<file path="src/rtl/irb_pkg.sv">
package irb_pkg;

    localparam int WORD_W      = 32;
    localparam int ADDR_W      = 8;
    localparam int BYTE_W      = 8;

    localparam int F_ADDR_LSB  = 0;
    localparam int F_WDATA_LSB = 8;
    localparam int F_WRITE_BIT = 16;
    localparam int F_BUSY_BIT  = 23;
    localparam int F_RDATA_LSB = 24;
    localparam int PAD_W       = F_BUSY_BIT - F_WRITE_BIT - 1;

    typedef enum logic [1:0] {
        ST_IDLE  = 2'd0,
        ST_ISSUE = 2'd1,
        ST_HOLD  = 2'd2
    } irb_state_e;

    typedef struct packed {
        logic              is_write;
        logic [BYTE_W-1:0] wdata;
        logic [ADDR_W-1:0] addr;
    } irb_cmd_t;

endpackage

</file>
<file path="src/rtl/irb_cmd_latch.sv">
module irb_cmd_latch
    import irb_pkg::*;
(
    input  logic              clk,
    input  logic              rst_n,
    input  logic              accept,
    input  logic [WORD_W-1:0] word,
    output irb_cmd_t          cmd_q
);

    irb_cmd_t cmd_d;
    logic [WORD_W-F_WRITE_BIT-2:0] spare_unused;

    assign spare_unused = word[WORD_W-1:F_WRITE_BIT+1];

    always_comb begin
        cmd_d.is_write = word[F_WRITE_BIT];
        cmd_d.wdata    = word[F_WDATA_LSB +: BYTE_W];
        cmd_d.addr     = word[F_ADDR_LSB +: ADDR_W];
    end

    always_ff @(posedge clk) begin
        if (!rst_n) begin
            cmd_q <= '0;
        end else if (accept) begin
            cmd_q <= cmd_d;
        end
    end

endmodule

</file>
<file path="src/rtl/irb_busy_timer.sv">
module irb_busy_timer #(
    parameter int BUSY_CYCLES = 4
) (
    input  logic clk,
    input  logic rst_n,
    input  logic load,
    input  logic step,
    output logic last
);

    localparam int CNT_W = (BUSY_CYCLES > 2) ? $clog2(BUSY_CYCLES) : 1;
    localparam logic [CNT_W-1:0] RELOAD = CNT_W'(BUSY_CYCLES - 1);
    localparam logic [CNT_W-1:0] ONE    = CNT_W'(1);

    logic [CNT_W-1:0] cnt_q;

    always_ff @(posedge clk) begin
        if (!rst_n) begin
            cnt_q <= '0;
        end else if (load) begin
            cnt_q <= RELOAD;
        end else if (step && (cnt_q != '0)) begin
            cnt_q <= cnt_q - ONE;
        end
    end

    assign last = (cnt_q == ONE);

    // the hold counter never exceeds its reload value
    always_ff @(posedge clk) begin
        if (rst_n) begin
            a_r3_cnt_bounded: assert (cnt_q <= RELOAD)
                else $error("hold counter above reload value");
        end
    end

    // a step never starts from an empty counter
    a_r3_step_nonzero: assert property (@(posedge clk) disable iff (!rst_n)
        step |-> (cnt_q != '0));

endmodule

</file>
<file path="src/rtl/irb_rd_capture.sv">
module irb_rd_capture
    import irb_pkg::*;
(
    input  logic              clk,
    input  logic              rst_n,
    input  logic              cap_en,
    input  logic              backed,
    input  logic [BYTE_W-1:0] bank_rdata,
    input  logic              pub_en,
    output logic [BYTE_W-1:0] field_q
);

    logic [BYTE_W-1:0] stage_q;

    always_ff @(posedge clk) begin
        if (!rst_n) begin
            stage_q <= '0;
        end else if (cap_en) begin
            stage_q <= backed ? bank_rdata : '0;
        end
    end

    always_ff @(posedge clk) begin
        if (!rst_n) begin
            field_q <= '0;
        end else if (pub_en) begin
            field_q <= stage_q;
        end
    end

    // publishing takes the staged byte, one cycle after it was staged at earliest
    a_r5_publish_staged: assert property (@(posedge clk) disable iff (!rst_n)
        pub_en |=> (field_q == $past(stage_q)));

endmodule

</file>
<file path="src/rtl/indirect_reg_bridge.sv">
module indirect_reg_bridge
    import irb_pkg::*;
#(
    parameter int BUSY_CYCLES = 4,
    parameter int NUM_REGS    = 16
) (
    input  logic        clk,
    input  logic        rst_n,
    input  logic        host_wr,
    input  logic [31:0] host_wdata,
    output logic [31:0] host_rdata,
    output logic [7:0]  bank_addr,
    output logic [7:0]  bank_wdata,
    output logic        bank_we,
    output logic        bank_re,
    input  logic [7:0]  bank_rdata
);

    localparam logic [ADDR_W:0] LIMIT = (ADDR_W + 1)'(NUM_REGS);

    irb_state_e        state_q;
    irb_state_e        state_d;
    irb_cmd_t          cmd_q;
    logic              accept;
    logic              backed;
    logic              busy;
    logic              cap_en;
    logic              pub_en;
    logic              load;
    logic              step;
    logic              last;
    logic [BYTE_W-1:0] rd_field;

    assign accept = host_wr && (state_q == ST_IDLE);
    assign backed = ({1'b0, cmd_q.addr} < LIMIT);

    irb_cmd_latch u_cmd (
        .clk    (clk),
        .rst_n  (rst_n),
        .accept (accept),
        .word   (host_wdata),
        .cmd_q  (cmd_q)
    );

    irb_busy_timer #(
        .BUSY_CYCLES (BUSY_CYCLES)
    ) u_timer (
        .clk   (clk),
        .rst_n (rst_n),
        .load  (load),
        .step  (step),
        .last  (last)
    );

    irb_rd_capture u_rd (
        .clk        (clk),
        .rst_n      (rst_n),
        .cap_en     (cap_en),
        .backed     (backed),
        .bank_rdata (bank_rdata),
        .pub_en     (pub_en),
        .field_q    (rd_field)
    );

    always_ff @(posedge clk) begin
        if (!rst_n) begin
            state_q <= ST_IDLE;
        end else begin
            state_q <= state_d;
        end
    end

    always_comb begin
        state_d = state_q;
        unique case (state_q)
            ST_IDLE:  if (host_wr) state_d = ST_ISSUE;
            ST_ISSUE: state_d = ST_HOLD;
            ST_HOLD:  if (last) state_d = ST_IDLE;
            default:  state_d = ST_IDLE;
        endcase
    end

    always_comb begin
        busy    = 1'b0;
        bank_we = 1'b0;
        bank_re = 1'b0;
        cap_en  = 1'b0;
        pub_en  = 1'b0;
        load    = 1'b0;
        step    = 1'b0;
        unique case (state_q)
            ST_IDLE: begin
            end
            ST_ISSUE: begin
                busy    = 1'b1;
                load    = 1'b1;
                bank_we = cmd_q.is_write && backed;
                bank_re = !cmd_q.is_write && backed;
                cap_en  = !cmd_q.is_write;
            end
            ST_HOLD: begin
                busy   = 1'b1;
                step   = 1'b1;
                pub_en = last && !cmd_q.is_write;
            end
            default: begin
            end
        endcase
    end

    assign bank_addr  = cmd_q.addr;
    assign bank_wdata = cmd_q.wdata;
    assign host_rdata = {rd_field, busy, {PAD_W{1'b0}}, cmd_q};

    // no bank strobe outside a busy period
    a_r1_idle_quiet: assert property (@(posedge clk) disable iff (!rst_n)
        !busy |-> !(bank_we || bank_re));

    // an accepted strobe raises busy on the next cycle
    a_r3_busy_follows_accept: assert property (@(posedge clk) disable iff (!rst_n)
        (host_wr && !busy) |=> busy);

    // a write strobe lasts one cycle and busy is still high after it
    a_r4_single_strobe: assert property (@(posedge clk) disable iff (!rst_n)
        bank_we |=> (!bank_we && busy));

    // the read-data field only moves when busy falls
    a_r5_field_on_release: assert property (@(posedge clk) disable iff (!rst_n)
        !$stable(rd_field) |-> $fell(busy));

    // the latched command is frozen while busy
    a_r6_cmd_frozen: assert property (@(posedge clk) disable iff (!rst_n)
        busy |=> $stable(cmd_q));

endmodule

</file>
<file path="config.mk">
export PLATFORM = sky130hd
export DESIGN_NAME = indirect_reg_bridge
export DESIGN_NICKNAME = d
export VERILOG_FILES = /design/src/rtl/irb_pkg.sv /design/src/rtl/irb_cmd_latch.sv /design/src/rtl/irb_busy_timer.sv /design/src/rtl/irb_rd_capture.sv /design/src/rtl/indirect_reg_bridge.sv
export SDC_FILE = /design/constraint.sdc
export NUM_CORES = 1
export LEC_CHECK = 0
export BUFFER_PORTS_ARGS = -buffer_cell sky130_fd_sc_hd__buf_2
export CORE_UTILIZATION = 30
export CTS_CLUSTER_DIAMETER = 60
export DETAILED_ROUTE_END_ITERATION = 6
export PLACE_DENSITY_LB_ADDON = 0.12
export SYNTH_ARGS = -nofsm -noshare
export SYNTH_HDL_FRONTEND = slang
export SYNTH_SLANG_ARGS = --single-unit
</file>
<file path="constraint.sdc">
create_clock -name clk -period 1.75 [get_ports clk]
set_input_delay 0.35 -clock clk [delete_from_list [all_inputs] [get_ports clk]]
set_output_delay 0.35 -clock clk [all_outputs]
set_load 0.03 [all_outputs]
</file>
Yosys cells after proc, flatten, opt, wreduce, memory -nomap -nowiden
Index checks and enable logic that the tools add are counted.
W data, S select, Z words.

operators by class
  add/subtract/negate cells = 1
  $mul = 0
  div/mod/pow operators = 0
  magnitude comparators = 1
  equal/unequal tests = 5
  shift operators = 0
  muxes and demuxes = 13
  bitwise gates (word level) = 0
  reduce and logical (&&, ||, !) cells = 11

operators with widths
  kind                   number
  $lt A8 B5 Y1 const B   1
  $mux W2                4
  $mux W8                1
  $mux W1                7
  $pmux W2 S3            1
  $logic_and A1 B1 Y1    5
  $eq A2 B1 Y1 const B   2
  $ne A2 B2 Y1 const B   2
  $reduce_bool A2 Y1     2
  $eq A2 B2 Y1 const B   1
  $logic_not A2 Y1       1
  $reduce_and A2 Y1      1
  $reduce_or A2 Y1       1
  $sub A2 B1 Y2 const B  1
  $logic_not A1 Y1       1

word-level totals
  bits in registers = 37
  bits in latches = 0
  RAM bits = 0
  ROM bits = 0
  output and inout bits = 50
  memories = 0

Longest topological paths before layout
Gate-level depths: netlist (run 1).

  word-level depth = 5
  depth in mapped cells = 7

Modules after synthesis
Synthesis (run 1) repeated with hierarchy kept, for this count alone.

unflattened totals
  cells, all modules = 175
  area, all modules = 1819.2 um2

modules (own cells, without submodules)
  module               times used  cells an instance  area an instance (um2)  seq. area each (um2)
  irb_cmd_latch        1           54                 651.9                   340.3
  irb_rd_capture       1           61                 649.4                   320.3
  indirect_reg_bridge  1           48                 382.9                   40.0
  irb_busy_timer       1           12                 135.1                   40.0

Worst setup path before layout (run 1)
OpenSTA, ideal clock, no wires.

  path type = reg2out
  start point = reg, netlist name u_cmd.cmd_q[4]
  end point = out bank_we
  arrival time = 1.292 ns
  data required time = 1.400 ns
  path slack = 0.108 ns
  stages on the path, launching flop included = 3
  buffers on the path = 0
  cell sequence = dfxtp_1 -> nor4_4 -> and3_1

between the ends
  cells in the longest elaborated chain, start to end = 3

RTL lines
  element              RTL line                   RTL
  $lt A8 B5 Y1         indirect_reg_bridge.sv:35  assign backed = ({1'b0, cmd_q.addr} < LIMIT);
  $logic_and A1 B1 Y1  indirect_reg_bridge.sv:97  bank_we = cmd_q.is_write && backed;
  $mux W1              indirect_reg_bridge.sv:91  unique case (state_q)
  end, declared        indirect_reg_bridge.sv:14  output logic bank_we,

Every way passes these cells.

Final worst setup path (run 1)
  start point = reg, netlist name u_cmd.cmd_q[5]
  end point = out bank_we

between the ends
  cells in the longest elaborated chain, start to end = 3

RTL lines
  element              RTL line
  $lt A8 B5 Y1         indirect_reg_bridge.sv:35
  $logic_and A1 B1 Y1  indirect_reg_bridge.sv:97
  $mux W1              indirect_reg_bridge.sv:91

Every way passes these cells.

==> qor.yml, run 1 <==
max-cap-violations: 0
fill_cells: 556
design_area_sq_um: 2100
critPathMaxStageDelay_ns: 0.39
core_area_sq_um: 5240
leakage_nw: 0.992
grt_max_degree: 48
crit_slowest_cell: "nor4_4"
drv_slew: 0
combPwrFrac_pct: 41.4
ir_drop_mv: 0.467
drive_gt1_share_pct: 38.3
synth_edf_count: 0
status: "finished clean"
cts_buffers: 5
fp.dieH_um: 76.8
synth-main-ff-cell: "dfxtp_1"
postCtsHoldBufs: 0
cts_buffer_depth: 2
final_nets: 301
gp_congestion: 0.795
swShare_pct: 40.5
drc: 0
power_frac_seq_pct: 38.1
synth_seq_cells: 37
cts_tree: "yes"
path_class: "register to output pin"
dpl.hpwl_um: 2490
yosysWarnings: 0
critPathCaptureType: "output pin"
hold_viol_final: 0
cts.clk_slew.worst_paths_ns: 0.07
rsz0062_at_grt: "true"
initial_utilization_pct: 32.0
p_int_mw: 1.67
clkPwrFrac_pct: 20.4
cp_max_fo: 4
hold_class: "primary input to register"
port_buffers: 71
grt.total_usage_pct: 12.1
vias_per_cell: 4.27
p_switching_mw: 1.13
synth.largest_area_cell: "dfxtp_1"
ios: 93
cts_sinks: 37
die_x_um: 76.8
avgSynthCellArea_sq_um: 8.65
synth_sequential_area_ratio_pct: 44.1
antenna_found_initial: 0
ys_top_cells_by_area: "dfxtp_1 44%, buf_4 11%, nand2_1 10%"
place_area_sq_um: 1960
drt_iter0_markers: 51
drt-total-wl_um: 3470
setup_violations: 0
skew_ns: 0.00499
synth_cell_types: 26
ys_async_sr_fraction_pct: 0
grt_pass1_wl_um: 5620
area_growth_pct: 25.4
antenna_cells: 0
h-tree-depth: 2
worstPathRequired_ns: 1.40
vias: 1379
syn_area_sq_um: 1680
syn_inst: 194
cellPowerDensity_nw_per_um2: 1330
min_period_ns: 1.73
grt_pass1_vias: 1160
fmax_mhz: 579
dieArea_sq_um: 5900
period_share_pct: 98.7
total_power_mw: 2.80
cp.arrival_ns: 1.38
cp_cell_sequence: "nor4_4 -> and3_1 -> buf_6"
ant_nets: 0
clockRootBuffer: "clkbuf_8"
clock_latency_ns: 0.28
cp.buffers_inverters: 1
cp_top_family: "simple AND/OR/NAND/NOR gates"
avgRoutedWirePerCell_um: 10.7
drtPass1Iterations: 4
grt_overflow: 0
yosysTopAreaCellShare_pct: 44.1
worstSetupStartpointType: "register"
rows: 26
-- Yosys cell counts (all sizes together), types with 3 or more instances --
library cell   n
nand4          8
inv            6
o21ai         16
buf           32
nand3          8
mux2i          3
a21boi        17
dfxtp         37
ha             6
nand2         47
-- layout make-up --
cell class / count / area [sq um] / share of cell area, %
Timing Repair Buffer: 80 / 448 / 21.3
Clock buffer: 5 / 68.8 / 3.27
Tap cell: 70 / 87.6 / 4.16
Sequential cell: 37 / 749 / 35.6
Clock inverter: 3 / 17.5 / 0.833
Multi-Input combinational cell: 122 / 709 / 33.7
Inverter: 6 / 22.5 / 1.07
-- cell usage in the layout, fill, tap and decap left out --
master	n
a21boi_0	15
a21boi_1	2
a22oi_1	1
and2_2	1
and2_4	1
and3_1	1
buf_12	1
buf_2	69
buf_4	8
buf_6	2
clkbuf_8	5
clkinv_2	2
clkinvlp_4	1
conb_1	6
dfxtp_1	34
dfxtp_2	1
dfxtp_4	2
ha_1	5
ha_2	1
inv_1	6
mux2i_1	3
nand2_1	46
nand2_2	1
nand3_1	8
nand3b_1	1
nand4_1	8
nor2b_1	1
nor2b_4	1
nor4_4	1
o21a_1	2
o21ai_0	15
o21ai_1	1
xnor2_1	1
-- state kept, by name, summed over array words and instances (netlist names) --
| register | cells |
|---|---|
| u_cmd.cmd_q | 17 |
| state_q | 2 |
| u_rd.stage_q | 8 |
| u_timer.cnt_q | 2 |
| u_rd.field_q | 8 |
-- tightest hold or removal path: stages --
cell and delay [ns]:
buf_2 0.09, nand2_1 0.04, a21boi_0 0.06
-- cells by family (layout without fill, tap and decap cells) --
kind of cell               Yosys count  after routing  share of synthesized area [%]
muxes                                3              3                           1.79
xor gates and xnor gates             1              1                          0.522
DFF                                 37             37                           44.1
other                                1              6                          0.223
buffers and inverters               40             94                           15.4
adders and majority gates            6              6                           4.47
AOI/OAI and AO/OA                   36             36                           13.7
and+or+nand+nor                     70             70                           19.7
-- power by group through the flow --
stage          Combinational (mW)  Sequential [mW]  Clock, mW
3_5_place_dp                 1.12             1.08          0
6_report                     1.16             1.07      0.573
3_3_place_gp                 1.12             1.08          0
5_1_grt                      1.28             1.09      0.651
4_1_cts                      1.15             1.07      0.607
2_1_floorplan               0.809             1.20          0
-- what timing repair did --
item,CTS,global route
endpoints found under the setup margin,2,4
endpoints found under the hold margin,0,0
setup buffers,1,2
pin swaps,2,3
resized for setup,9,5
-- path summary, 6_finish.rpt --
path,cells past startpoint,slack (ns),from,to
worst max register to register,5,0.41,state_q[0],u_cmd.cmd_q[2]
worst min register to register,2,0.46,u_rd.field_q[7],u_rd.field_q[7]
worst min-delay path,3,0.30,host_wdata[7],u_cmd.cmd_q[7]
worst max-delay path,3,0.02,u_cmd.cmd_q[5],bank_we
-- metrics by stage --
stage	worst slack (ns)	TNS (ns)	hold slack (ns)	instances	utilization, %
2_1_floorplan	0.108	0	0.431	199	-
3_3_place_gp	0.150	0	0.446	312	37.4
3_5_place_dp	0.165	0	0.455	312	37.4
4_1_cts	-0.0118	-0.0118	0.292	321	39.7
5_1_grt	-0.0626	-0.112	0.280	323	40.2
6_report	0.0230	0	0.302	323	40.2
-- metal layers --
| layer | vias up | GRT usage (%) | wire, um |
|---|---|---|---|
| met1 | 604 | 16.6 | 1720 |
| met5 | - | 0 | 0 |
| met4 | 0 | 4.04 | 15 |
| met3 | 2 | 4.76 | 232 |
| met2 | 44 | 17.1 | 1500 |
| li1 | 729 | - | - |
(Power assumes the default switching activity.)
==> run 2, diff against run 1 <==
==> constraint.sdc (replaced) <==
create_clock -name clk -period 1.87 [get_ports clk]
set_input_delay 0.187 -clock clk [delete_from_list [all_inputs] [get_ports clk]]
set_output_delay 0.187 -clock clk [all_outputs]
set_load 0.03 [all_outputs]
==> qor.yml, run 2 (synthesized netlist as in run 1, its figures left out) <==
status: "finished clean"
grt.total_usage_pct: 12.5  # +0.42 points
final_cell_mix: "71 x buf_2, 46 x nand2_1, 37 x dfxtp_1"
ant_nets: 0  # unchanged
drtPass1Iterations: 4  # unchanged
total_power_mw: 2.57  # -8.4%
die_x_um: 76.8  # unchanged
final_nets: 297  # -1.3%
setup_tns_ns: 0  # unchanged
combPwrFrac_pct: 39.4  # -2.0 points
antenna_found_initial: 0  # unchanged
cp.arrival_ns: 1.55  # +0.17 ns
area_growth_pct: 21.0
drt-total-wl_um: 3450  # -0.40%
stdcell_count: 318  # -1.5%
grt_max_degree: 23  # -52%
critPathCaptureType: "output pin"
clockRootBuffer: "clkbuf_8"
initial_utilization_pct: 32.0  # unchanged
cts_buffers: 5  # unchanged
reg_top3: "u_cmd.cmd_q (17), u_rd.field_q (8), u_rd.stage_q (8)"
place_area_sq_um: 1940  # -1.0%
skew_ns: 0.00541  # +0.000422 ns
period_share_pct: 92.6
cellPowerDensity_nw_per_um2: 1260  # -5.1%
largest_register_ffs: 17  # unchanged
dp_slack_ns: 0.399  # +0.234 ns
drt_iter0_markers: 56  # +9.8%
fp.dieH_um: 76.8  # unchanged
fill_cells: 559  # +0.54%
path_class: "register to output pin"
vias: 1362  # -1.2%
clkPwrFrac_pct: 21.7  # +1.3 points
mostFrequentLayoutCell: "buf_2"
worstSetupStartpointType: "register"
clock_latency_ns: 0.28  # about the same
leakage_nw: 0.962  # -3.0%
drc: 0  # unchanged
regMostFlops: "u_cmd.cmd_q"
grt_overflow: 0  # unchanged
ir_drop_mv: 0.416  # -11%
hold_class: "primary input to register"
critPathMaxStageDelay_ns: 0.45  # +0.06 ns
worst_slack_ns: 0.137  # +0.114 ns
antenna_cells: 0  # unchanged
dpl.hpwl_um: 2520  # +1.3%
ios: 93  # unchanged
grt_pass1_wl_um: 5830  # +3.8%
setup_violations: 0  # unchanged
cp_top_family: "simple AND/OR/NAND/NOR gates"
p_switching_mw: 1.03  # -9.4%
postCtsHoldBufs: 0  # unchanged
cts_tree: "yes"
design_area_sq_um: 2030  # -3.5%
cts_sinks: 37  # unchanged
hold_viol_final: 0  # unchanged
fmax_mhz: 577
cp.buffers_inverters: 1  # unchanged
cts.clk_slew.worst_paths_ns: 0.07  # about the same
min_period_ns: 1.73
worstPathRequired_ns: 1.68  # +0.28 ns
h-tree-depth: 2  # unchanged
drv_slew: 0  # unchanged
gp_congestion: 0.723  # -9.1%
vias_per_cell: 4.28  # +0.32%
cp_cell_sequence: "nor4_4 -> and3_1 -> buf_2"
swShare_pct: 40.0  # -0.43 points
core_area_sq_um: 5240  # unchanged
rows: 26  # unchanged
dieArea_sq_um: 5900  # unchanged
p_int_mw: 1.54  # -7.8%
power_frac_seq_pct: 38.9  # +0.8 points
port_buffers: 71  # unchanged
avgRoutedWirePerCell_um: 10.9  # +1.2%
placed_cells: 311  # -0.32%
drive_gt1_share_pct: 34.7  # -3.7 points
cp_max_fo: 6  # +2
rsz0062_at_grt: "false"
crit_slowest_cell: "nor4_4"
grt_pass1_vias: 1284  # +11%
cts_buffer_depth: 2  # unchanged
max-cap-violations: 0  # unchanged
## run 2: cell types whose count changed in the layout (fill, tap and decap cells not counted), moves of 2 or more
cell / before / now
buf_4: 8 / 5
dfxtp_1: 34 / 37
buf_2: 69 / 71
buf_6: 2 / 0
clkinv_2: 2 / 0
dfxtp_4: 2 / 0
## run 2: layer usage
layer | up-vias | global-route usage [%] | wire (um)
met1 | 596 | 15.5 | 1720
li1 | 715 | - | -
met3 | 7 | 3.93 | 193
met2 | 44 | 19.7 | 1480
met5 | - | 0 | 0
met4 | 0 | 5.77 | 56
## run 2: path summary, 6_finish.rpt
| path | slack (ns) | to | cells after the start | start |
|---|---|---|---|---|
| max | 0.14 | bank_we | 3 | u_cmd.cmd_q[4] |
| max reg2reg | 0.46 | u_rd.field_q[6] | 5 | state_q[0] |
| min reg2reg | 0.46 | u_rd.field_q[7] | 2 | u_rd.field_q[7] |
| min | 0.14 | u_rd.stage_q[3] | 3 | bank_rdata[3] |
## run 2: worst register-to-register path, delay by kind of cell, from the launching register on
| kind | cells | cell delay, ns |
|---|---|---|
| buffers and inverters | 1 | 0.10 |
| AOI/OAI and AO/OA | 1 | 0.09 |
| DFF | 1 | 0.33 |
| adders and majority gates | 1 | 0.20 |
| and+or+nand+nor | 2 | 0.57 |
## run 2: cell type report
cell class,instances,area [sq um],area share (%)
sequential,37,741,36.5
inverter,6,22.5,1.11
tap,70,87.6,4.32
multi-input combinational,122,699,34.5
clock buffer,7,86.3,4.25
timing repair buffer,76,393,19.4
## run 2: power by group through the flow
stage | logic, mW | clock network (mW) | registers, mW
finish | 1.01 | 0.558 | 0.998
global route | 1.12 | 0.615 | 1.02
CTS | 1.03 | 0.580 | 0.998
detailed placement | 1.03 | 0 | 1.01
global placement | 1.03 | 0 | 1.01
floorplan | 0.757 | 0 | 1.13
## run 2: repair_timing
item | in CTS | in global routing
buffers inserted | 0 | 0
resized for setup | 0 | 1
setup endpoints to repair | 0 | 1
## run 2: stage by stage
stage	util [%]	hold slack, ns
floorplan	-	0.322
global placement	37.1	0.426
detailed placement	37.1	0.434
CTS	38.7	0.128
global route	38.7	0.139
finish	38.7	0.136
==> run 3, diff against run 2 <==
--- a/config.mk
+++ b/config.mk
@@ -10,6 +10,7 @@
 export CTS_CLUSTER_DIAMETER = 60
 export DETAILED_ROUTE_END_ITERATION = 6
 export PLACE_DENSITY_LB_ADDON = 0.12
+export RECOVER_POWER = 50
 export SYNTH_ARGS = -nofsm -noshare
 export SYNTH_HDL_FRONTEND = slang
 export SYNTH_SLANG_ARGS = --single-unit
==> qor.yml, run 3 (synthesized netlist as in run 1, its figures left out) <==
setup_violations: 0  # unchanged
grt_max_degree: 23  # unchanged
grt_overflow: 0  # unchanged
dpl.hpwl_um: 2520  # unchanged
avgRoutedWirePerCell_um: 10.9  # +0.12%
gp_congestion: 0.723  # unchanged
vias_per_cell: 4.28  # unchanged
mostFrequentLayoutCell: "nand2_1"
drt-total-wl_um: 3460  # +0.12%
cp_top_family: "simple AND/OR/NAND/NOR gates"
area_growth_pct: 18.0
cp_cell_sequence: "nor4_4 -> and3_1 -> buf_2"
placed_cells: 311  # unchanged
rr_endpoint: "u_rd.field_q[6]"
r2r-start: "state_q[0]"
min_period_ns: 1.73  # +0.00197 ns
initial_utilization_pct: 32.0  # unchanged
worstSetupStartpointType: "register"
clockRootBuffer: "clkbuf_8"
postCtsHoldBufs: 0  # unchanged
die_x_um: 76.8  # unchanged
cts_resized: 0  # unchanged
port_buffers: 71  # unchanged
setup_tns_ns: 0  # unchanged
cp-startpoint: "u_cmd.cmd_q[4]"
drive_gt1_share_pct: 18.5  # -16 points
reg2reg_depth: 5  # unchanged
cp.buffers_inverters: 1  # unchanged
critPathCaptureType: "output pin"
hold_class: "primary input to register"
regMostFlops: "u_cmd.cmd_q"
final_nets: 297  # unchanged
largest_register_ffs: 17  # unchanged
stdcell_count: 318  # unchanged
clock_latency_ns: 0.28  # about the same
total_power_mw: 2.54  # -1.2%
cp_max_fo: 6  # unchanged
cts_tree: "yes"
rsz0062_at_grt: "false"
final_cell_mix: "46 x nand2_1, 41 x clkbuf_1, 37 x dfxtp_1"
rows: 26  # unchanged
status: "finished clean"
crit_cells: 3  # unchanged
crit_slowest_cell: "nor4_4"
dp_slack_ns: 0.399  # unchanged
ir_drop_mv: 0.411  # -1.0%
r2r_setup_slack_ns: 0.46  # about the same
core_area_sq_um: 5240  # unchanged
cts_setup_buffers: 0  # unchanged
drc: 0  # unchanged
leakage_nw: 0.797  # -17%
antenna_cells: 0  # unchanged
h-tree-depth: 2  # unchanged
skew_ns: 0.00525  # -0.000165 ns
antenna_found_initial: 0  # unchanged
max-cap-violations: 0  # unchanged
postLayoutCoreUtil_pct: 37.8  # -0.96 points
cts.clk_slew.worst_paths_ns: 0.07  # about the same
cts_buffer_depth: 2  # unchanged
dieArea_sq_um: 5900  # unchanged
cts_buffers: 5  # unchanged
grt_pass1_wl_um: 5830  # unchanged
cellPowerDensity_nw_per_um2: 1280  # +1.3%
cp.arrival_ns: 1.55  # about the same
grt_pass1_vias: 1284  # unchanged
fmax_mhz: 577  # -0.11%
worstPathRequired_ns: 1.68  # about the same
period_share_pct: 92.8  # +0.11 points
path_class: "register to output pin"
worst_slack_ns: 0.136  # -0.00197 ns
ios: 93  # unchanged
drt_iter0_markers: 54  # -3.6%
critPathMaxStageDelay_ns: 0.45  # about the same
fp.dieH_um: 76.8  # unchanged
reg_top3: "u_cmd.cmd_q (17), u_rd.field_q (8), u_rd.stage_q (8)"
ant_nets: 0  # unchanged
grt.total_usage_pct: 12.5  # unchanged
drtPass1Iterations: 4  # unchanged
hold_viol_final: 0  # unchanged
cts_sinks: 37  # unchanged
drv_slew: 0  # unchanged
crit_end: "bank_we"
vias: 1362  # unchanged
[run 3: cell types whose count changed in the layout (fill, tap and decap cells not counted)]
cell,change
clkbuf_1,+40
buf_2,-40
[run 3: where the power goes]
group | internal, mW | switching [mW]
Sequential | 0.917 | 0.0836
Combinational | 0.298 | 0.680
Clock | 0.292 | 0.265
Total | 1.51 | 1.03
[run 3: through the flow]
stage               hold slack [ns]  instance area (sq um)
finish                        0.137                   1980
global route                  0.139                   1980
CTS                           0.128                   2030
detailed placement            0.434                   1940
global placement              0.426                   1940
floorplan                     0.322                   1700
[run 3: final cells by class]
type	count	area (sq um)
fill	564	3260
timing repair buffer	76	343
inverter	6	22.5
sequential	37	741
tap	70	87.6
multi-input combinational	122	699
clock buffer	7	86.3
[run 3: tightest hold or removal path, delay by kind of cell]
kind	cells	cell delay, ns
buf+inv	1	0.08
compound gates	1	0.07
simple gates	1	0.06
[run 3: worst min-delay path by stage]
stage                        start              end  slack (ns)  depth (start not counted)
finish               bank_rdata[3]  u_rd.stage_q[3]        0.14                          3
global route         bank_rdata[3]  u_rd.stage_q[3]        0.14                          3
CTS                 host_wdata[16]  u_cmd.cmd_q[16]        0.13                          3
detailed placement   bank_rdata[2]  u_rd.stage_q[2]        0.43                          3
global placement     bank_rdata[2]  u_rd.stage_q[2]        0.43                          3
floorplan           host_wdata[16]  u_cmd.cmd_q[16]        0.32                          2
[run 3: metal layers]
layer	GRT usage, %	share of wire (%)	vias to the layer above
li1	-	-	715
met1	15.5	50	596
met2	19.7	43	44
met3	3.93	5.6	7
met4	5.77	1.6	0
met5	0	0	-
